**config.mk**
```make
export PLATFORM = sky130hd
export DESIGN_NAME = sio_tx_scan
export DESIGN_NICKNAME = d
export VERILOG_FILES = /design/src/rtl/sio_pkg.sv /design/src/rtl/sio_line_pick.sv /design/src/rtl/sio_holdoff.sv /design/src/rtl/sio_rd_mux.sv /design/src/rtl/sio_tx_scan.sv
export SDC_FILE = /design/constraint.sdc
export NUM_CORES = 1
export LEC_CHECK = 0
export BUFFER_PORTS_ARGS = -buffer_cell sky130_fd_sc_hd__buf_2
export CORE_MARGIN = 2
export CORE_UTILIZATION = 30
export DETAILED_ROUTE_END_ITERATION = 12
export SYNTH_ARGS = -nofsm -noshare
export SYNTH_HDL_FRONTEND = slang
export SYNTH_SLANG_ARGS = --single-unit
```
**constraint.sdc**
```tcl
create_clock -name clk -period 4.37 [get_ports clk]
set_input_delay 0.874 -clock clk [delete_from_list [all_inputs] [get_ports clk]]
set_output_delay 0.874 -clock clk [all_outputs]
set_load 0.01 [all_outputs]
```
**src/rtl/sio_pkg.sv**
```systemverilog
package sio_pkg;
  localparam int REG_W     = 16;
  localparam int CHAR_W    = 8;
  localparam int OFS_LSB   = 3;

  localparam int B_TRDY    = 15;
  localparam int B_TXIE    = 14;
  localparam int B_LINE_LO = 8;
  localparam int B_RDONE   = 7;
  localparam int B_RXIE    = 6;
  localparam int B_SCAN    = 5;
  localparam int B_CLR     = 4;
  localparam int B_MAINT   = 3;
  localparam int B_DVAL    = 15;

  localparam logic [REG_W-1:0] MDM_FORCE = 16'h0F00;

  typedef enum logic [1:0] {
    SLOT_CTL = 2'd0,
    SLOT_RXB = 2'd1,
    SLOT_TXM = 2'd2,
    SLOT_MDM = 2'd3
  } slot_e;

  typedef struct packed {
    logic trdy;
    logic txie;
    logic rdone;
    logic rxie;
    logic scan;
    logic clr;
    logic maint;
  } ctl_t;
endpackage

```
**src/rtl/sio_line_pick.sv**
```systemverilog
module sio_line_pick #(
  parameter int NLINES = 4,
  localparam int LW = $clog2(NLINES)
) (
  input  logic [LW-1:0]     ptr,
  input  logic [NLINES-1:0] en,
  output logic              found,
  output logic [LW-1:0]     pick
);
  logic [LW-1:0] cand;

  // nearest enabled line after ptr wins; the loop runs far to near
  always_comb begin
    found = 1'b0;
    pick  = ptr;
    cand  = ptr;
    for (int k = NLINES; k >= 1; k--) begin
      cand = LW'((int'(ptr) + k) % NLINES);
      if (en[cand]) begin
        found = 1'b1;
        pick  = cand;
      end
    end
  end
endmodule

```
**src/rtl/sio_holdoff.sv**
```systemverilog
module sio_holdoff #(
  parameter int HOLD_TICKS = 4,
  localparam int CW = $clog2(HOLD_TICKS + 1)
) (
  input  logic clk,
  input  logic rst_n,
  input  logic load,
  input  logic tick,
  output logic go,
  output logic busy
);
  logic [CW-1:0] cnt_q, cnt_eff, cnt_nxt;
  logic          cnt_en;

  always_comb begin
    cnt_eff = load ? CW'(HOLD_TICKS) : cnt_q;
    go      = tick && (cnt_eff == '0);
    cnt_nxt = (tick && (cnt_eff != '0)) ? cnt_eff - 1'b1 : cnt_eff;
    cnt_en  = load | tick;
  end

  assign busy = (cnt_q != '0);

  always_ff @(posedge clk or negedge rst_n) begin
    if (!rst_n)      cnt_q <= '0;
    else if (cnt_en) cnt_q <= cnt_nxt;
  end
endmodule

```
**src/rtl/sio_rd_mux.sv**
```systemverilog
module sio_rd_mux
  import sio_pkg::*;
#(
  parameter int NLINES = 4,
  localparam int LW = $clog2(NLINES)
) (
  input  logic [1:0]        slot,
  input  logic [REG_W-1:0]  ctl_word,
  input  logic [NLINES-1:0] tx_mask,
  input  logic              rxq_nonempty,
  input  logic [CHAR_W-1:0] rxq_char,
  input  logic [LW-1:0]     rxq_line,
  input  logic [REG_W-1:0]  modem_stat,
  output logic [REG_W-1:0]  rdata
);
  logic [REG_W-1:0] rxb_word;

  always_comb begin
    rxb_word = '0;
    if (rxq_nonempty) begin
      rxb_word[B_DVAL]            = 1'b1;
      rxb_word[B_LINE_LO +: LW]   = rxq_line;
      rxb_word[CHAR_W-1:0]        = rxq_char;
    end
  end

  always_comb begin
    unique case (slot_e'(slot))
      SLOT_CTL: rdata = ctl_word;
      SLOT_RXB: rdata = rxb_word;
      SLOT_TXM: rdata = REG_W'(tx_mask);
      SLOT_MDM: rdata = modem_stat | MDM_FORCE;
      default:  rdata = '0;
    endcase
  end
endmodule

```
**src/rtl/sio_tx_scan.sv**
```systemverilog
module sio_tx_scan
  import sio_pkg::*;
#(
  parameter int NLINES     = 4,
  parameter int HOLD_TICKS = 4,
  parameter int AW         = 5
) (
  input  logic                       clk,
  input  logic                       rst_n,
  input  logic                       tick,
  input  logic                       bus_sel,
  input  logic                       bus_wr,
  input  logic [AW-1:0]              bus_addr,
  input  logic [15:0]                bus_wdata,
  output logic [15:0]                bus_rdata,
  input  logic                       rxq_nonempty,
  input  logic [7:0]                 rxq_char,
  input  logic [$clog2(NLINES)-1:0]  rxq_line,
  output logic                       rxq_pop,
  input  logic [15:0]                modem_stat,
  output logic [15:0]                line_param,
  output logic                       tx_valid,
  output logic [$clog2(NLINES)-1:0]  tx_line,
  output logic [7:0]                 tx_byte,
  output logic                       irq
);
  localparam int LW = $clog2(NLINES);

  // reset: asserted asynchronously, released on a clock edge
  logic rst_s1, rst_sync_n;
  always_ff @(posedge clk or negedge rst_n) begin
    if (!rst_n) begin
      rst_s1     <= 1'b0;
      rst_sync_n <= 1'b0;
    end else begin
      rst_s1     <= 1'b1;
      rst_sync_n <= rst_s1;
    end
  end

  // access decode
  logic [1:0] slot;
  logic wr_ctl, wr_lpr, wr_txm, wr_tdr, rd_rxb;
  assign slot   = bus_addr[OFS_LSB+1:OFS_LSB];
  assign wr_ctl = bus_sel &  bus_wr & (slot == SLOT_CTL);
  assign wr_lpr = bus_sel &  bus_wr & (slot == SLOT_RXB);
  assign wr_txm = bus_sel &  bus_wr & (slot == SLOT_TXM);
  assign wr_tdr = bus_sel &  bus_wr & (slot == SLOT_MDM);
  assign rd_rxb = bus_sel & ~bus_wr & (slot == SLOT_RXB);

  // state
  ctl_t              ctl_q, ctl_n;
  logic [LW-1:0]     line_q, line_n;
  logic [LW-1:0]     ptr_q, ptr_n;
  logic [NLINES-1:0] mask_q, mask_n;
  logic [REG_W-1:0]  lpr_q;
  logic              txv_q;
  logic [LW-1:0]     txl_q;
  logic [CHAR_W-1:0] txb_q;
  logic              ctl_en;

  // hold-off after service accesses
  logic tick_go, hold_busy;
  sio_holdoff #(.HOLD_TICKS(HOLD_TICKS)) u_hold (
    .clk   (clk),
    .rst_n (rst_sync_n),
    .load  (rd_rxb | wr_tdr),
    .tick  (tick),
    .go    (tick_go),
    .busy  (hold_busy)
  );

  // mask as seen by a same-cycle tick
  assign mask_n = wr_txm ? bus_wdata[NLINES-1:0] : mask_q;

  logic          hit;
  logic [LW-1:0] hit_line;
  sio_line_pick #(.NLINES(NLINES)) u_pick (
    .ptr   (ptr_q),
    .en    (mask_n),
    .found (hit),
    .pick  (hit_line)
  );

  // next state: access first, then tick
  always_comb begin
    ctl_n  = ctl_q;
    line_n = line_q;
    ptr_n  = ptr_q;
    if (bus_sel) ctl_n.clr = 1'b0;
    if (wr_ctl) begin
      ctl_n.txie  = bus_wdata[B_TXIE];
      ctl_n.rxie  = bus_wdata[B_RXIE];
      ctl_n.scan  = bus_wdata[B_SCAN];
      ctl_n.clr   = bus_wdata[B_CLR];
      ctl_n.maint = bus_wdata[B_MAINT];
      if (!bus_wdata[B_SCAN]) begin
        ctl_n.trdy  = 1'b0;
        ctl_n.rdone = 1'b0;
      end
    end
    if (rd_rxb) ctl_n.rdone = 1'b0;
    if (wr_txm) ctl_n.trdy  = 1'b0;
    if (wr_tdr) ctl_n.trdy  = 1'b0;
    if (tick_go) begin
      ctl_n.rdone = 1'b0;
      if (ctl_n.scan && !ctl_n.trdy && hit) begin
        ctl_n.trdy = 1'b1;
        line_n     = hit_line;
        ptr_n      = hit_line;
      end else begin
        ctl_n.rdone = rxq_nonempty & ctl_n.scan;
      end
    end
    ctl_en = bus_sel | tick_go;
  end

  always_ff @(posedge clk or negedge rst_sync_n) begin
    if (!rst_sync_n) begin
      ctl_q  <= '{trdy: 1'b1, scan: 1'b1, default: 1'b0};
      line_q <= '0;
      ptr_q  <= '0;
    end else if (ctl_en) begin
      ctl_q  <= ctl_n;
      line_q <= line_n;
      ptr_q  <= ptr_n;
    end
  end

  always_ff @(posedge clk or negedge rst_sync_n) begin
    if (!rst_sync_n)  mask_q <= '0;
    else if (wr_txm)  mask_q <= mask_n;
  end

  always_ff @(posedge clk or negedge rst_sync_n) begin
    if (!rst_sync_n)  lpr_q <= '0;
    else if (wr_lpr)  lpr_q <= bus_wdata;
  end

  always_ff @(posedge clk or negedge rst_sync_n) begin
    if (!rst_sync_n) txv_q <= 1'b0;
    else             txv_q <= wr_tdr;
  end

  always_ff @(posedge clk or negedge rst_sync_n) begin
    if (!rst_sync_n) begin
      txl_q <= '0;
      txb_q <= '0;
    end else if (wr_tdr) begin
      txl_q <= line_q;
      txb_q <= bus_wdata[CHAR_W-1:0];
    end
  end

  // status word for reads (clear bit never visible)
  logic [REG_W-1:0] ctl_word;
  always_comb begin
    ctl_word                   = '0;
    ctl_word[B_TRDY]           = ctl_q.trdy;
    ctl_word[B_TXIE]           = ctl_q.txie;
    ctl_word[B_LINE_LO +: LW]  = line_q;
    ctl_word[B_RDONE]          = ctl_q.rdone;
    ctl_word[B_RXIE]           = ctl_q.rxie;
    ctl_word[B_SCAN]           = ctl_q.scan;
    ctl_word[B_MAINT]          = ctl_q.maint;
  end

  sio_rd_mux #(.NLINES(NLINES)) u_rd (
    .slot         (slot),
    .ctl_word     (ctl_word),
    .tx_mask      (mask_q),
    .rxq_nonempty (rxq_nonempty),
    .rxq_char     (rxq_char),
    .rxq_line     (rxq_line),
    .modem_stat   (modem_stat),
    .rdata        (bus_rdata)
  );

  assign rxq_pop    = rd_rxb & rxq_nonempty;
  assign line_param = lpr_q;
  assign tx_valid   = txv_q;
  assign tx_line    = txl_q;
  assign tx_byte    = txb_q;
  assign irq        = (ctl_q.trdy & ctl_q.txie) | (ctl_q.rdone & ctl_q.rxie);
endmodule

```
=== Yosys cells after proc, flatten, opt, wreduce, memory -nomap -nowiden ===
Cells that the tools add are included.

* Bits of input ports: 53
* Word-level logic and storage cells: 90
* Flip-flop bits (word level): 44
* Output and inout bits: 45

* Bitwise gates (word level): 16
* Mux-type cells: 33
* Magnitude comparators: 4
* Equal/unequal tests: 4
* Reductions and logical operators: 13
* $add $sub $neg: 5

{| class="wikitable"
|+ Operators by type and width
! cell !! number
|-
| $pmux W16 S4 || 1
|-
| $mux W1 || 19
|-
| $lt A2 B3 Y1 const B || 4
|-
| $and A1 B1 Y1 || 11
|-
| $mux W10 || 1
|-
| $bmux W1 S2 || 4
|-
| $mux W2 || 4
|-
| $mux W7 || 1
|-
| $mux W3 || 2
|-
| $reduce_bool A3 Y1 || 2
|-
| $add A2 B1 Y2 const B || 2
|-
| $add A2 B2 Y2 const B || 2
|-
| $eq A2 B2 Y1 const B || 2
|-
| $logic_and A1 B1 Y1 || 4
|-
| $mux W4 || 1
|-
| $or A1 B1 Y1 || 4
|-
| $reduce_and A4 Y1 || 1
|-
| $reduce_bool A4 Y1 || 1
|-
| $logic_not A3 Y1 || 1
|-
| $ne A3 B1 Y1 const B || 1
|-
| $reduce_and A3 Y1 || 1
|-
| $sub A3 B1 Y3 const B || 1
|-
| $eq A2 B1 Y1 const B || 1
|-
| $logic_not A2 Y1 || 1
|-
| other kinds (3) || 3
|}

=== Longest topological paths before layout ===
Gate-level depths: netlist of the first run.

* Word-level depth: 12
* Depth in mapped cells: 11
* Mapped depth without buffers: 10

=== Hierarchy ===
From an unflattened synthesis of the first run, not the netlist that was laid out.

* Cells, all modules: 198
* Area, all modules: 2371.0 um2

{| class="wikitable"
|+ Modules (own cells, without submodules)
! module !! seq. area each (um2) !! times used !! area an instance (um2) !! cells each
|-
| sio_tx_scan || 1028.5 || 1 || 1704.1 || 130
|-
| sio_rd_mux || 0.0 || 1 || 405.4 || 40
|-
| sio_holdoff || 75.1 || 1 || 178.9 || 14
|-
| sio_line_pick || 0.0 || 1 || 82.6 || 14
|}

=== Worst setup path before layout of the first run ===
Ideal clock, no wire load.

* Path type: in2out
* From: input port bus_addr[4]
* To: output port bus_rdata[3]
* Path buffers: 3
* Required time: 3496 ps
* Arrival time: 1885 ps
* Slack: 1611 ps
* Stages on the path: 5
* Path through: buf_6 > clkbuf_1 > clkbuf_1 > a22oi_1 > a21oi_1

* Cells in the longest elaborated chain, start to end: 2
* Elaborated cells between the ends (all ways): 5
* Classes of those cells: eq/ne: 3; mux: 1; reduce/logical: 1

{| class="wikitable"
|+ RTL lines
! what !! line !! RTL
|-
| start, declared || sio_tx_scan.sv:13 || <nowiki>input logic [AW-1:0] bus_addr,</nowiki>
|-
| $eq A2 B2 Y1, or another cell as far along || sio_rd_mux.sv:28 || <nowiki>unique case (slot_e'(slot))</nowiki>
|-
| $pmux W16 S4 * || sio_rd_mux.sv:28 ||
|-
| end, declared || sio_tx_scan.sv:15 || <nowiki>output logic [15:0] bus_rdata,</nowiki>
|}

Every way passes the cells marked *; elsewhere a longest branch is shown, timed or not.

=== Final worst setup path of the first run ===
* From: input port bus_addr[4]
* To: output port bus_rdata[2]

The elaborated chain is that of the path after synthesis.

==> results by group, run 1 <==
Synth
  • Sequential area share after synthesis: 0.454
  • Warnings, synthesis: 0
  • Post-synthesis cell type count: 53
  • Number of enable flip-flop cells after synthesis: 0
  • Mapped Area: between 2000 and 2500 µm²
  • Synth Flop Type: dfrtp_1
  • Mapped Cells: between 200 and 250
  • Post-Syn Nets: between 200 and 300
  • Top cells by area, synth: dfrtp_1, mux2_2, nand2_1, a22o_1, dfstp_2
  • Ys async rst share: 1.00
  • Synthesis-stage register bit count: 44
  • Synth Area per Inst: 10.5 µm²
  • Largest area contributor in the netlist: dfrtp_1
  • Post-synth top area share: 0.432

GRT
  • Antenna violations before repair: 0
  • Vias in the first global route: 1,916
  • Pin count of the biggest net entering global routing: 43
  • GRT Residual Overflow: 0
  • First-pass GRT wire length: 9580 µm
  • GRT Overall Usage: 0.137

Detailed routing
  • Iter 0 DRT Violations: between 100 and 150
  • Routed vias: 2,060
  • ANT nets after route: 0
  • Final wirelength: a little over 6000 µm
  • DRT Pass-1 Iters: 4
  • Routed WL per cell: 14.8 µm
  • Vias per inst: between 4 and 5
  • # DRC: 0

STA
  • Fin crit period: ~3 ns
  • Final Skew: between 0.004 and 0.005 ns
  • Setup-failing EPs final: 0
  • Slew @ Worst Pin: between 0.9 and 1 ns
  • RSZ-0062 raised after global routing: no
  • Sum Neg Setup Slack: 0 ns
  • Final Hold Fails: 0
  • Final worst-path cycle share: 0.701
  • Slew Viols, Final: 0
  • Fmax: ~330 MHz
  • Relative slew slack: 0.393

Clock tree
  • TritonCTS Buffers: 5
  • Clk_lat worst skew: 0.29 ns
  • CTS clk-pin slew, worst paths: ~0.090 ns
  • Hold buffers post-CTS: 0
  • Clk sinks: between 40 and 50
  • H-Tree Depth: 2
  • # Post-CTS Setup Buffers: 0
  • Post-CTS sizing: 0
  • Clk root buf: clkbuf_8
  • Clock Tree Buf Depth: 2
  • CTS tree: done

Layout
  • Most common cell after layout, fill and taps aside: buf_2
  • Most frequent cells in the layout: buf_2, nand2_1, dfrtp_1
  • Synthesis-to-layout area growth: 24.0%
  • Layout Nets: 365
  • Final core occ: 0.386
  • Layout filler cell count: 797
  • Diode count: 0
  • Layout cells sized above 1: 0.418

Job
  • Max-cap violations: 0

Die
  • Boundary Pins: 98
  • Core area: 7810 µm²
  • Num rows: 32
  • Die area: slightly below 9000 µm²
  • Die H: roughly 94 µm
  • Initial Util: 0.311
  • Die width: ~94 µm

Setup path
  • Worst setup path class: in -> out
  • Crit path DAT: 2.19 ns
  • Critical path origin: bus_addr[4]
  • Flop2flop setup slack: 2.26 ns
  • Critical Path Fanout Max: 27
  • Depth of the worst register-to-register path: 5
  • Crit path capture type: primary output
  • R2r endpoint: ptr_q[1]
  • Critical Path Start Type: input port
  • Worst path required time: roughly 3.5 ns
  • R2r startpoint: ptr_q[1]

Placement
  • Detailed-placement wirelength estimate: 4360 µm
  • Routability congestion estimate: around 0.81
  • Port Buffer Count: 90

Pwr
  • Power Density: approximately 440 nW/µm²
  • P_leak: 1.51 nW
  • VDD IR max: about 0.23 mV

Run status
  • Status: finished clean

Min path
  • Worst Hold Class: in -> async
-- critical path, cell delays in order --
cell and delay, ns:
buf_2 0.26, nor2b_1 0.56, a22o_1 0.22, a22o_1 0.13
buf_2 0.12
-- cell type report --
cell class	instances	area (µm²)	area share
Timing Repair Buffer	90	450	0.149
Clock inverter	3	42.5	0.0141
Clock buffer	5	68.8	0.0228
Multi-Input combinational cell	162	1190	0.396
Sequential cell	44	1100	0.366
Inverter	7	26.3	0.00871
Tap cell	102	128	0.0423
-- registers in the layout, summed over array words and instances, names as in the netlist --
name and cells:
tx_line 2, tx_byte 8, rst_s1 1, line_param 16
u_hold.cnt_q 3, ptr_q 2, ctl_q 6, tx_valid 1
rst_sync_n 1, mask_q 4
-- worst max-delay path by stage --
stage,to
4_1_cts,bus_rdata[1]
6_report,bus_rdata[2]
2_1_floorplan,bus_rdata[3]
5_1_grt,bus_rdata[3]
3_3_place_gp,ptr_q[1]
3_5_place_dp,ptr_q[1]
-- power breakdown --
group          switching, mW  leakage (nW)  internal, mW
logic                  0.196         0.919         0.201
registers             0.0995         0.532         0.509
clock network          0.147        0.0541         0.169
total                  0.443          1.51         0.880
-- cell usage after synthesis (2+ instances only) --
master,n
a2111oi_0,2
a211oi_1,2
a21o_1,3
a21oi_1,4
a22o_1,17
a22oi_1,2
and2_1,2
and3_1,2
buf_4,2
buf_6,4
clkbuf_1,10
dfrtp_1,42
dfstp_2,2
ha_1,2
inv_1,6
mux2_2,20
mux2i_1,3
mux4_2,2
nand2_1,45
nand2b_1,6
nand3_1,3
nand3b_1,2
nor2_1,3
nor2b_1,6
nor3_1,4
nor4_1,2
o21ai_0,5
o311ai_0,3
-- cells by family (layout without fill, tap and decap cells) --
family,Yosys count,after routing,synth area share
DFF,44,44,0.454
and+or+nand+nor,83,83,0.183
other,1,1,0.00154
AOI/OAI and AO/OA,48,48,0.160
xor gates and xnor gates,2,2,0.00721
muxes,26,26,0.130
adders and majority gates,2,2,0.0103
buffers and inverters,25,105,0.0545
-- through the flow --
stage | power, mW | instances | hold slack (ns) | area (µm²) | worst slack [ns]
finish | 1.32 | 413 | 0.345 | 3020 | 1.31
global route | 1.41 | 413 | 0.324 | 3020 | 1.17
CTS | 1.34 | 413 | 0.334 | 3020 | 1.32
detailed placement | 1.02 | 405 | 0.340 | 2900 | 1.19
global placement | 1.01 | 405 | 0.337 | 2900 | 1.25
floorplan | 0.868 | 231 | 0.331 | 2430 | 1.61
-- layer usage --
| metal | global-route usage | share of wire | vias up |
|---|---|---|---|
| met5 | 0 | 0 | - |
| met4 | 0.0290 | 0.0084 | 0 |
| met3 | 0.0377 | 0.081 | 5 |
| met2 | 0.223 | 0.45 | 92 |
| met1 | 0.181 | 0.46 | 976 |
| li1 | - | - | 987 |
Note: power is estimated with default switching activity, not from simulation.
==> run 2, diff against run 1 <==
- clock period: 4.37 -> 2.7 ns (I/O delays scaled with it)
==> run 2 against run 1 <==
  * Via count up 1.6%
  * Register-to-register slack worse by 1.6 ns
  * Global-route usage up 0.33 points
  * Non-clock buffer count up 6
  * Clock-buffer cell count up 1
  * Core utilization up 0.37 points
  * Worst hold slack better by 0.011 ns
  * Clock skew down 0.00093 ns
  * Critical path depth up 2
  * Flip-flop and latch count unchanged
  * Routed wire length up 2.6%
  * Critical path type unchanged
  * Largest cell class unchanged
  * Largest power group unchanged
==> results by group, run 2 (synthesis results as in run 1) <==
Pwr
  • Sequential power share: 0.479 (was 0.460)
  • Power Internal: 1.36 mW (was 0.880 mW)
  • Power Density: 678 nW/µm² (was 438 nW/µm²)
  • P_leak: 1.53 nW (was 1.51 nW)
  • VDD IR max: 0.278 mV (was 0.226 mV)
  • Switching Share: 0.342 (was 0.335)
  • Clock Power Share: 0.209 (was 0.239)
  • Combinational power share: 0.313 (was 0.301)
  • P_sw: 0.707 mW (was 0.443 mW)

Layout
  • Max reg flops: 16 (unchanged)
  • Synthesis-to-layout area growth: 25.2% (was 24.0%)
  • Layout Nets: 371 (was 365)
  • Most common cell after layout, fill and taps aside: buf_2 (unchanged)
  • Layout cells sized above 1: 0.426 (was 0.418)
  • Diode count: 0 (unchanged)
  • Most frequent cells in the layout: buf_2, nand2_1, dfrtp_1 (unchanged)

Die
  • Core area: 7810 µm² (unchanged)
  • Die area: 8840 µm² (unchanged)
  • Die width: 94.0 µm (unchanged)
  • Boundary Pins: 98 (unchanged)
  • Num rows: 32 (unchanged)
  • Die H: 94.0 µm (unchanged)
  • Initial Util: 0.311 (unchanged)

Clock tree
  • H-Tree Depth: 2 (unchanged)
  • Clk root buf: clkbuf_8 (unchanged)
  • # Post-CTS Setup Buffers: 0 (unchanged)
  • TritonCTS Buffers: 5 (unchanged)
  • Clk sinks: 44 (unchanged)
  • CTS clk-pin slew, worst paths: 0.08 ns (was 0.09 ns)
  • CTS tree: done (unchanged)
  • Clock Tree Buf Depth: 2 (unchanged)
  • Clk_lat worst skew: 0.29 ns (about the same)

STA
  • Worst setup margin: 0.458 ns (was 1.31 ns)
  • Fin crit period: about 2.2 ns
  • Relative slew slack: 0.382 (was 0.393)
  • Final Skew: 0.00369 ns (was 0.00461 ns)
  • Sum Neg Setup Slack: 0 ns (unchanged)
  • Final Hold Fails: 0 (unchanged)
  • Fmax: between 400 and 500 MHz
  • Final worst-path cycle share: 0.830
  • Setup-failing EPs final: 0 (unchanged)
  • Slew @ Worst Pin: 0.926 ns (was 0.911 ns)
  • Slew Viols, Final: 0 (unchanged)
  • RSZ-0062 raised after global routing: no (unchanged)

Detailed routing
  • DRT Pass-1 Iters: 4 (unchanged)
  • # DRC: 0 (unchanged)
  • Iter 0 DRT Violations: 118 (was 143)
  • Final wirelength: 6260 µm (was 6100 µm)
  • ANT nets after route: 0 (unchanged)
  • Routed WL per cell: 14.9 µm (was 14.8 µm)
  • Vias per inst: 5.00 (was 4.99)
  • Routed vias: 2,093 (was 2,060)

GRT
  • Pin count of the biggest net entering global routing: 43 (unchanged)
  • GRT Overall Usage: 0.140 (was 0.137)
  • GRT Residual Overflow: 0 (unchanged)
  • First-pass GRT wire length: 9710 µm (was 9580 µm)
  • Antenna violations before repair: 0 (unchanged)
  • Vias in the first global route: 1,981 (was 1,916)

Setup path
  • Crit path capture type: primary output (unchanged)
  • Worst setup path class: in -> out (unchanged)
  • R2r endpoint: ptr_q[1] (unchanged)
  • Crit path DAT: 1.70 ns (was 2.19 ns)
  • CP max stage delay: 0.26 ns (was 0.56 ns)
  • CP max stage cell: buf_4 (was nor2b_1)
  • R2r startpoint: ptr_q[1] (unchanged)
  • Flop2flop setup slack: 0.70 ns (was 2.26 ns)
  • Critical Path Fanout Max: 26 (was 27)
  • Worst path required time: 2.16 ns (was 3.50 ns)
  • Depth of the worst register-to-register path: 5 (unchanged)
  • Critical Path Start Type: input port (unchanged)
  • Chain of cells forming the critical path: buf_2 -> buf_4 -> nor2b_1 -> buf_4 -> a22o_1 -> a22o_1 -> buf_2 (was buf_2 -> nor2b_1 -> a22o_1 -> a22o_1 -> buf_2)

Min path
  • Hold Crit Endpoint: rst_sync_n
  • Hold path startpoint: rst_s1
  • Worst Hold Class: reg -> reg (was in -> async)
  • Hold Path Depth: 0

Placement
  • Port Buffer Count: 90 (unchanged)
  • Dpl ws: 0.152 ns (was 1.19 ns)
  • Detailed-placement wirelength estimate: 4470 µm (was 4360 µm)
  • Routability congestion estimate: 0.851 (was 0.813)

Job
  • Max-cap violations: 0 (unchanged)

Run status
  • Status: finished clean (unchanged)
## run 2: critical path, delay by kind of cell
kind,cells,cell delay (ns)
buffers and inverters,4,0.66
AND/OR/NAND/NOR,1,0.08
AO/OA/AOI/OAI,2,0.41
## run 2: layout make-up
type	count	area (µm²)
clock buffer	6	82.6
clock inverter	2	10.0
fill	800	4760
inverter	7	26.3
multi-input combinational	162	1190
sequential	44	1100
tap	102	128
timing repair buffer	96	498
## run 2: how the worst max path moves through the flow
| stage | end | from |
|---|---|---|
| global route | ptr_q[1] | bus_wr |
| CTS | bus_rdata[2] | bus_addr[4] |
| detailed placement | ptr_q[1] | bus_wr |
| floorplan | ptr_q[1] | bus_addr[3] |
| finish | bus_rdata[2] | bus_addr[4] |
| global placement | ptr_q[1] | bus_wr |
## run 2: timing repair
action / 4_1_cts / 5_1_grt
hold buffers: 0 / 1
endpoints found under the hold margin: 0 / 2
resized for setup: 0 / 0
## run 2: metal layers
layer,wire (µm),track usage,vias up
met5,0,0,-
met4,105,0.0459,0
met3,479,0.0321,10
met2,2820,0.225,91
met1,2850,0.186,998
li1,-,-,994
## run 2: power groups by stage
stage                     Combinational (mW)  Clock (mW)  Sequential (mW)
final                                  0.645       0.431            0.989
after detailed placement               0.654           0             1.00
after global placement                 0.640           0            0.994
after floorplan                        0.432           0            0.974
after CTS                              0.654       0.452            0.990
after global routing                   0.721       0.477             1.02
## run 2: per-stage QoR
step	cells	util	hold WS, ns	instance area (µm²)	power, mW
after floorplan	231	-	0.244	2430	1.41
after global routing	419	0.390	0.374	3040	2.21
final	419	0.390	0.356	3040	2.06
after CTS	418	0.389	0.00391	3030	2.10
after global placement	410	0.377	0.325	2940	1.63
after detailed placement	410	0.377	0.331	2940	1.65
